===== src/rtl/boot_cmd_pkg.sv =====
package boot_cmd_pkg;

  localparam int REG_ADDR_W = 16;

  localparam logic [15:0] CMD_WARM_RESET = 16'h00F0;
  localparam logic [15:0] CMD_LOAD_ARM   = 16'h00E0;
  localparam logic [15:0] CMD_IDENTIFY   = 16'h0090;
  localparam logic [15:0] CMD_LOAD_GO    = 16'h0000;

  localparam int ID_WORDS = 3;

  typedef enum logic [1:0] {
    ST_IDLE,
    ST_ARMED,
    ST_WAIT,
    ST_IDWR
  } ctrlState_e;

  typedef struct packed {
    logic       captureLoad;
    logic       idWrite;
    logic [1:0] idIndex;
  } dpStrobe_t;

  function automatic logic inBootWindow(input logic [REG_ADDR_W-1:0] off);
    return (off < 16'h0200) || (off[15:4] == 12'h800);
  endfunction

endpackage


===== src/rtl/boot_cmd_ctrl.sv =====
module boot_cmd_ctrl
  import boot_cmd_pkg::*;
#(
  parameter int DATA_W = 16
) (
  input  logic              clk,
  input  logic              rstN,
  input  logic              bootWr,
  input  logic [DATA_W-1:0] wrData,
  input  logic              loadAck,
  output logic              loadReq,
  output logic              resetReq,
  output dpStrobe_t         strobe
);

  localparam logic [1:0] ID_LAST = 2'(ID_WORDS - 1);

  ctrlState_e state;
  logic [1:0] idCnt;
  logic       goWrite;
  logic [15:0] cmdVal;

  assign cmdVal  = 16'(wrData);
  assign goWrite = (state == ST_ARMED) && bootWr && (cmdVal == CMD_LOAD_GO);

  always_ff @(posedge clk) begin
    if (!rstN) begin
      state    <= ST_IDLE;
      loadReq  <= 1'b0;
      resetReq <= 1'b0;
      idCnt    <= 2'd0;
    end else begin
      resetReq <= 1'b0;
      unique case (state)
        ST_IDLE: begin
          if (bootWr) begin
            if (cmdVal == CMD_WARM_RESET) begin
              resetReq <= 1'b1;
            end else if (cmdVal == CMD_LOAD_ARM) begin
              state <= ST_ARMED;
            end else if (cmdVal == CMD_IDENTIFY) begin
              state <= ST_IDWR;
              idCnt <= 2'd0;
            end
          end
        end
        ST_ARMED: begin
          if (bootWr) begin
            if (cmdVal == CMD_LOAD_GO) begin
              state   <= ST_WAIT;
              loadReq <= 1'b1;
            end else begin
              state <= ST_IDLE;
            end
          end
        end
        ST_WAIT: begin
          if (loadAck) begin
            loadReq <= 1'b0;
            state   <= ST_IDLE;
          end
        end
        ST_IDWR: begin
          idCnt <= idCnt + 2'd1;
          if (idCnt == ID_LAST) begin
            state <= ST_IDLE;
          end
        end
        default: state <= ST_IDLE;
      endcase
    end
  end

  always_comb begin
    strobe             = '0;
    strobe.captureLoad = goWrite;
    strobe.idWrite     = (state == ST_IDWR);
    strobe.idIndex     = idCnt;
  end

  assert_load_held_R9: assert property (@(posedge clk) disable iff (!rstN)
    (loadReq && !loadAck) |=> loadReq);

  assert_no_overlap_R9: assert property (@(posedge clk) disable iff (!rstN)
    !(loadReq && strobe.idWrite));

  assert_disarm_R4: assert property (@(posedge clk) disable iff (!rstN)
    (state == ST_ARMED && bootWr && cmdVal != CMD_LOAD_GO) |=> (!loadReq && state == ST_IDLE));

endmodule


===== src/rtl/boot_cmd_datapath.sv =====
module boot_cmd_datapath
  import boot_cmd_pkg::*;
#(
  parameter int          DATA_W       = 16,
  parameter int          BLOCK_BITS   = 12,
  parameter int          PAGE_BITS    = 6,
  parameter int          SPP_LOG2     = 2,
  parameter int unsigned DENSITY_MASK = 'h100,
  parameter logic [REG_ADDR_W-1:0] BLOCK_REG_OFF = 16'hF100,
  parameter logic [REG_ADDR_W-1:0] PAGE_REG_OFF  = 16'hF107
) (
  input  logic                  clk,
  input  logic                  rstN,
  input  logic                  wrEn,
  input  logic [REG_ADDR_W-1:0] wrOffset,
  input  logic [DATA_W-1:0]     wrData,
  input  logic [7:0]            mfrId,
  input  logic [7:0]            devId,
  input  logic [7:0]            wpStatusLo,
  input  dpStrobe_t             strobe,
  output logic [BLOCK_BITS+PAGE_BITS+SPP_LOG2-1:0] loadSector,
  output logic                  bufWrEn,
  output logic [1:0]            bufWrAddr,
  output logic [DATA_W-1:0]     bufWrData,
  output logic [DATA_W-1:0]     pageAddr
);

  localparam int SEC_W      = BLOCK_BITS + PAGE_BITS + SPP_LOG2;
  localparam int WRAP_BITS  = PAGE_BITS + SPP_LOG2;
  localparam logic [DATA_W-1:0] PAGE_STEP = DATA_W'(1) << SPP_LOG2;
  localparam logic [DATA_W-1:0] WRAP_MASK = (DATA_W'(1) << WRAP_BITS) - DATA_W'(1);
  localparam logic [BLOCK_BITS-1:0] DMASK = BLOCK_BITS'(DENSITY_MASK);

  logic [DATA_W-1:0]     blockReg;
  logic [DATA_W-1:0]     pageReg;
  logic [BLOCK_BITS-1:0] blkEff;
  logic [SEC_W-1:0]      sectorNow;
  logic [SEC_W-1:0]      sectorReg;
  logic                  unusedBlockBits;

  assign unusedBlockBits = ^blockReg[DATA_W-2:BLOCK_BITS];

  assign blkEff = blockReg[BLOCK_BITS-1:0] | (blockReg[DATA_W-1] ? DMASK : '0);

  always_comb begin
    sectorNow = SEC_W'(pageReg[SPP_LOG2-1:0])
              + ((SEC_W'(pageReg[WRAP_BITS-1:SPP_LOG2])
                  + (SEC_W'(blkEff) << PAGE_BITS)) << SPP_LOG2);
  end

  always_ff @(posedge clk) begin
    if (!rstN) begin
      blockReg  <= '0;
      pageReg   <= '0;
      sectorReg <= '0;
    end else begin
      if (wrEn && wrOffset == BLOCK_REG_OFF) begin
        blockReg <= wrData;
      end
      if (strobe.captureLoad) begin
        sectorReg <= sectorNow;
        pageReg   <= (pageReg + PAGE_STEP) & WRAP_MASK;
      end else if (wrEn && wrOffset == PAGE_REG_OFF) begin
        pageReg <= wrData;
      end
    end
  end

  always_comb begin
    bufWrEn   = strobe.idWrite;
    bufWrAddr = strobe.idIndex;
    unique case (strobe.idIndex)
      2'd0:    bufWrData = DATA_W'(mfrId);
      2'd1:    bufWrData = DATA_W'(devId);
      default: bufWrData = DATA_W'(wpStatusLo);
    endcase
  end

  assign loadSector = sectorReg;
  assign pageAddr   = pageReg;

  assert_page_adv_R5: assert property (@(posedge clk) disable iff (!rstN)
    strobe.captureLoad |=> pageReg == (($past(pageReg) + PAGE_STEP) & WRAP_MASK));

  assert_id_seq_R7: assert property (@(posedge clk) disable iff (!rstN)
    (strobe.idWrite && strobe.idIndex != 2'(ID_WORDS - 1))
      |=> (strobe.idWrite && strobe.idIndex == $past(strobe.idIndex) + 2'd1));

endmodule


===== src/rtl/boot_cmd_decoder.sv =====
module boot_cmd_decoder
  import boot_cmd_pkg::*;
#(
  parameter int          DATA_W       = 16,
  parameter int          BLOCK_BITS   = 12,
  parameter int          PAGE_BITS    = 6,
  parameter int          SPP_LOG2     = 2,
  parameter int unsigned DENSITY_MASK = 'h100
) (
  input  logic                  clk,
  input  logic                  rstN,
  input  logic                  wrEn,
  input  logic [REG_ADDR_W-1:0] wrOffset,
  input  logic [DATA_W-1:0]     wrData,
  input  logic [7:0]            mfrId,
  input  logic [7:0]            devId,
  input  logic [7:0]            wpStatusLo,
  input  logic                  loadAck,
  output logic                  loadReq,
  output logic [BLOCK_BITS+PAGE_BITS+SPP_LOG2-1:0] loadSector,
  output logic                  resetReq,
  output logic                  bufWrEn,
  output logic [1:0]            bufWrAddr,
  output logic [DATA_W-1:0]     bufWrData,
  output logic [DATA_W-1:0]     pageAddr
);

  logic      bootWr;
  dpStrobe_t strobe;

  assign bootWr = wrEn && inBootWindow(wrOffset);

  boot_cmd_ctrl #(
    .DATA_W (DATA_W)
  ) ctrl_i (
    .clk      (clk),
    .rstN     (rstN),
    .bootWr   (bootWr),
    .wrData   (wrData),
    .loadAck  (loadAck),
    .loadReq  (loadReq),
    .resetReq (resetReq),
    .strobe   (strobe)
  );

  boot_cmd_datapath #(
    .DATA_W       (DATA_W),
    .BLOCK_BITS   (BLOCK_BITS),
    .PAGE_BITS    (PAGE_BITS),
    .SPP_LOG2     (SPP_LOG2),
    .DENSITY_MASK (DENSITY_MASK)
  ) dp_i (
    .clk        (clk),
    .rstN       (rstN),
    .wrEn       (wrEn),
    .wrOffset   (wrOffset),
    .wrData     (wrData),
    .mfrId      (mfrId),
    .devId      (devId),
    .wpStatusLo (wpStatusLo),
    .strobe     (strobe),
    .loadSector (loadSector),
    .bufWrEn    (bufWrEn),
    .bufWrAddr  (bufWrAddr),
    .bufWrData  (bufWrData),
    .pageAddr   (pageAddr)
  );

  assert_sector_stable_R9: assert property (@(posedge clk) disable iff (!rstN)
    (loadReq && !loadAck) |=> $stable(loadSector));

  assert_window_R1: assert property (@(posedge clk) disable iff (!rstN)
    (wrEn && !inBootWindow(wrOffset) && !loadReq && !bufWrEn) |=> (!resetReq && !loadReq));

endmodule


===== config.mk =====
export PLATFORM = sky130hd
export DESIGN_NAME = boot_cmd_decoder
export DESIGN_NICKNAME = d
export VERILOG_FILES = /design/src/rtl/boot_cmd_pkg.sv /design/src/rtl/boot_cmd_ctrl.sv /design/src/rtl/boot_cmd_datapath.sv /design/src/rtl/boot_cmd_decoder.sv
export SDC_FILE = /design/constraint.sdc
export NUM_CORES = 1
export LEC_CHECK = 0
export BUFFER_PORTS_ARGS = -buffer_cell sky130_fd_sc_hd__buf_2
export CAP_MARGIN = 20
export CORE_MARGIN = 5
export CORE_UTILIZATION = 47
export CTS_CLUSTER_DIAMETER = 200
export DETAILED_ROUTE_END_ITERATION = 12
export MAX_ROUTING_LAYER = met4
export PLACE_DENSITY = 0.8
export RECOVER_POWER = 25
export SLEW_MARGIN = 20
export SYNTH_ARGS = -nofsm -noshare
export SYNTH_HDL_FRONTEND = slang
export SYNTH_SLANG_ARGS = --single-unit

===== constraint.sdc =====
create_clock -name clk -period 3 [get_ports clk]
set_clock_uncertainty 0.15 [all_clocks]
set_input_delay 0.3 -clock clk [delete_from_list [all_inputs] [get_ports clk]]
set_output_delay 0.3 -clock clk [all_outputs]
set_load 0.02 [all_outputs]

==> results.py <==
metrics = {
    "yosys": {
        "synth_edf_count": 0,
        "yosysWarnings": 0,
        "synthesis.instances": 304,
        "ys.flop_type": "dfxtp_1",
        "syn_area_per_cell_um2": 8.647,
        "ys_types": 37,
        "yosysTopAreaCell": "dfxtp_1",
        "synth_area_um2": 2629,
        "ys_seq_area_frac": 0.4188,
        "synth_commonest_cells": "55 x dfxtp_1, 52 x nand2_1, 37 x mux2i_1",
        "yosys-top-cells-area": "dfxtp_1 42%, mux2i_1 14%, nand2_1 7.4%",
        "synthArstFlopShare": 0,
        "synth_seq_cells": 55,
        "yosys.area.top_type_share": 0.4188,
        "synth.most_common_cell": "dfxtp_1",
    },
    "pwr": {
        "ir_drop_mv": 0.3382,
        "p_comb_frac": 0.077,
        "leakagePower_uw": 0.001539,
        "p_int_uw": 1014,
        "swShare": 0.2253,
        "power_frac_clock": 0.366,
        "powerDensity_nw_per_um2": 401.5,
        "pwr-share-seq": 0.557,
        "switchingPower_uw": 294.9,
    },
    "routing": {
        "vias_per_cell": 5.196,
        "ant_nets": 0,
        "post-route-drc-count": 0,
        "drt_iter0_markers": 153,
        "drt_wl_total_um": 6545,
        "vias": 2489,
        "first_pass_iters": 4,
        "wl_per_cell_um": 13.66,
    },
    "sta": {
        "fmax_mhz": 423.7,
        "fin_crit_ps": 2360,
        "final-setup-viol-count": 0,
        "hold_violations": 0,
        "hold_ws_ps": 83.34,
        "rsz0062_at_grt": "false",
        "tns_ps": 0,
        "timing.final.crit_share": 0.7868,
        "slew_headroom": 0.5500,
        "maxSlewViolCount": 0,
        "worst_pin_slew_ps": 668.9,
    },
    "worst_hold_path": {
        "hold_path_class": "in -> reg",
    },
    "critical_path": {
        "cpPeakStageDelay_ps": 570,
        "worstPathCellList": "buf_2 -> or4_1 -> o21ai_0 -> nand4_1 -> or4_1 -> a31oi_1",
        "critPathRequiredTime_ps": 3090,
        "path_buf_inv": 1,
        "critPathLaunchType": "primary input",
        "cp_common_cell": "or4_1",
        "cp.arrival_ps": 2450,
        "cp_slowest_cell": "or4_1",
        "end_kind": "register",
        "cp_top_family": "simple AND/OR/NAND/NOR gates",
        "critPathMaxFanout": 8,
        "worst-setup-path-type": "in -> reg",
    },
    "grt": {
        "grt_usage": 0.1835,
        "grt_max_degree": 34,
        "grt_pass1_wl_um": 10570,
        "gr-usage-met3": 0.04809,
        "grt_overflow": 0,
        "gr-max-usage-layer": "met2",
        "met1_usage": 0.2214,
        "grt_pass1_vias": 2269,
        "met2_usage": 0.3039,
        "antenna_found_initial": 0,
    },
    "cts": {
        "root_buffer": "clkbuf_8",
        "cts_buffers": 5,
        "holdBufCountCts": 0,
        "tritoncts": "done",
        "clk_pin_slew_ps": 100,
        "post_cts_buffers": 0,
        "htreeDepth": 2,
        "clock-sinks": 55,
        "clock_path_buffers": 2,
        "post_cts_resized": 0,
        "clock_latency_ps": 310,
    },
    "run_status": {
        "status": "finished clean",
    },
    "final_layout": {
        "num_antenna_cells": 0,
        "drive_above_1_share": 0.2408,
        "nets": 476,
        "area_delta_synth_final_pct": 24.04,
    },
    "placed_design": {
        "hpwl_um": 5050,
        "io_buffer_count": 108,
        "gp_congestion": 0.8247,
    },
    "die": {
        "initial_utilization": 0.4803,
        "row_count": 27,
        "core_um2": 5473,
        "die_area_um2": 7189,
        "fp.dieW_um": 84.79,
        "io_pins": 117,
        "dieHeight_um": 84.79,
    },
    "flow_run": {
        "cap_violations": 0,
    },
}
==> layer usage <==
| layer | routed length, um | up-vias |
|---|---|---|
| met2 | 3082 | 93 |
| met4 | 45 | 0 |
| li1 | - | 1251 |
| met1 | 2904 | 1139 |
| met3 | 512 | 6 |
| met5 | 0 | - |
==> placed cells by master, fill, tap and decap left out, drive strengths merged, types with 2 or more instances in the layout <==
| cell | netlist | final |
|---|---|---|
| buf | 14 | 86 |
| dfxtp | 55 | 55 |
| nand2 | 52 | 52 |
| mux2i | 37 | 37 |
| nor2 | 35 | 35 |
| clkbuf | 9 | 31 |
| a21oi | 15 | 15 |
| inv | 10 | 10 |
| ha | 9 | 9 |
| a22oi | 8 | 8 |
| nand3 | 8 | 8 |
| conb | 1 | 8 |
| or4 | 8 | 8 |
| nor3 | 5 | 5 |
| o211ai | 5 | 5 |
| nor4 | 5 | 5 |
| a31oi | 4 | 4 |
| nand4 | 3 | 3 |
| or3 | 3 | 3 |
| nand2b | 2 | 2 |
| nor2b | 2 | 2 |
| o311ai | 2 | 2 |
| a211oi | 2 | 2 |
| a2bb2oi | 2 | 2 |
==> path summary, 6_finish.rpt <==
kind,from,end,slack [ps],depth (start not counted)
setup / recovery,wrOffset[5],dp_i.pageAddr[6],640,6
hold / removal,wrData[13],dp_i.pageAddr[13],80,3
setup reg to reg,ctrl_i.state[1],dp_i.pageAddr[6],740,7
hold reg to reg,dp_i.pageAddr[15],dp_i.pageAddr[15],310,2
==> worst reg2reg max path, stage by stage (launching register included) <==
cell and delay [ps]:
dfxtp_1 360, inv_1 110, ha_1 240, nand2b_1 90
nor3_1 230, nand4_1 300, or4_1 560, a31oi_1 160
==> through the flow <==
stage	utilization	instance area, um2	worst slack, ps	std cells	power [uW]
after floorplan	-	2655	474.9	311	797.0
final	0.5958	3261	639.6	479	1309
after detailed placement	0.5823	3187	344.8	472	845.8
after CTS	0.6017	3293	630.1	479	1320
after global placement	0.5823	3187	391.0	472	844.5
after global routing	0.5958	3261	493.7	479	1359
==> layout make-up <==
type	instances	area [um2]
Fill cell	524	2212
Timing Repair Buffer	112	538.0
Clock inverter	2	37.54
Sequential cell	55	1101
Multi-Input combinational cell	222	1384
Inverter	11	41.29
Clock buffer	5	68.82
Tap cell	72	90.09
==> power by group through the flow <==
stage	Sequential, uW	Combinational, uW	Clock (uW)
2_1_floorplan	746	50.6	0
3_3_place_gp	746	98.1	0
3_5_place_dp	746	99.3	0
4_1_cts	729	99.8	491
5_1_grt	730	110	519
6_report	729	100	480
==> state kept, by name (all words and copies together), names as in the netlist <==
name	cells
ctrl_i.state	2
dp_i.blockReg	13
dp_i.loadSector	20
ctrl_i.loadReq	1
dp_i.pageAddr	16
ctrl_i.idCnt	2
ctrl_i.resetReq	1
==> cell families (layout without fill, tap and decap cells) <==
kind of cell,Yosys count,after routing,synth area share
AND/OR/NAND/NOR,126,126,0.2247
flip-flops,55,55,0.4188
other,1,8,0.001427
multiplexers,37,37,0.1409
AO/OA/AOI/OAI,42,42,0.1066
adder cells (fa/ha/maj),9,9,0.04284
buffers and inverters,34,130,0.06473
Power figures use the tool's default switching activity.
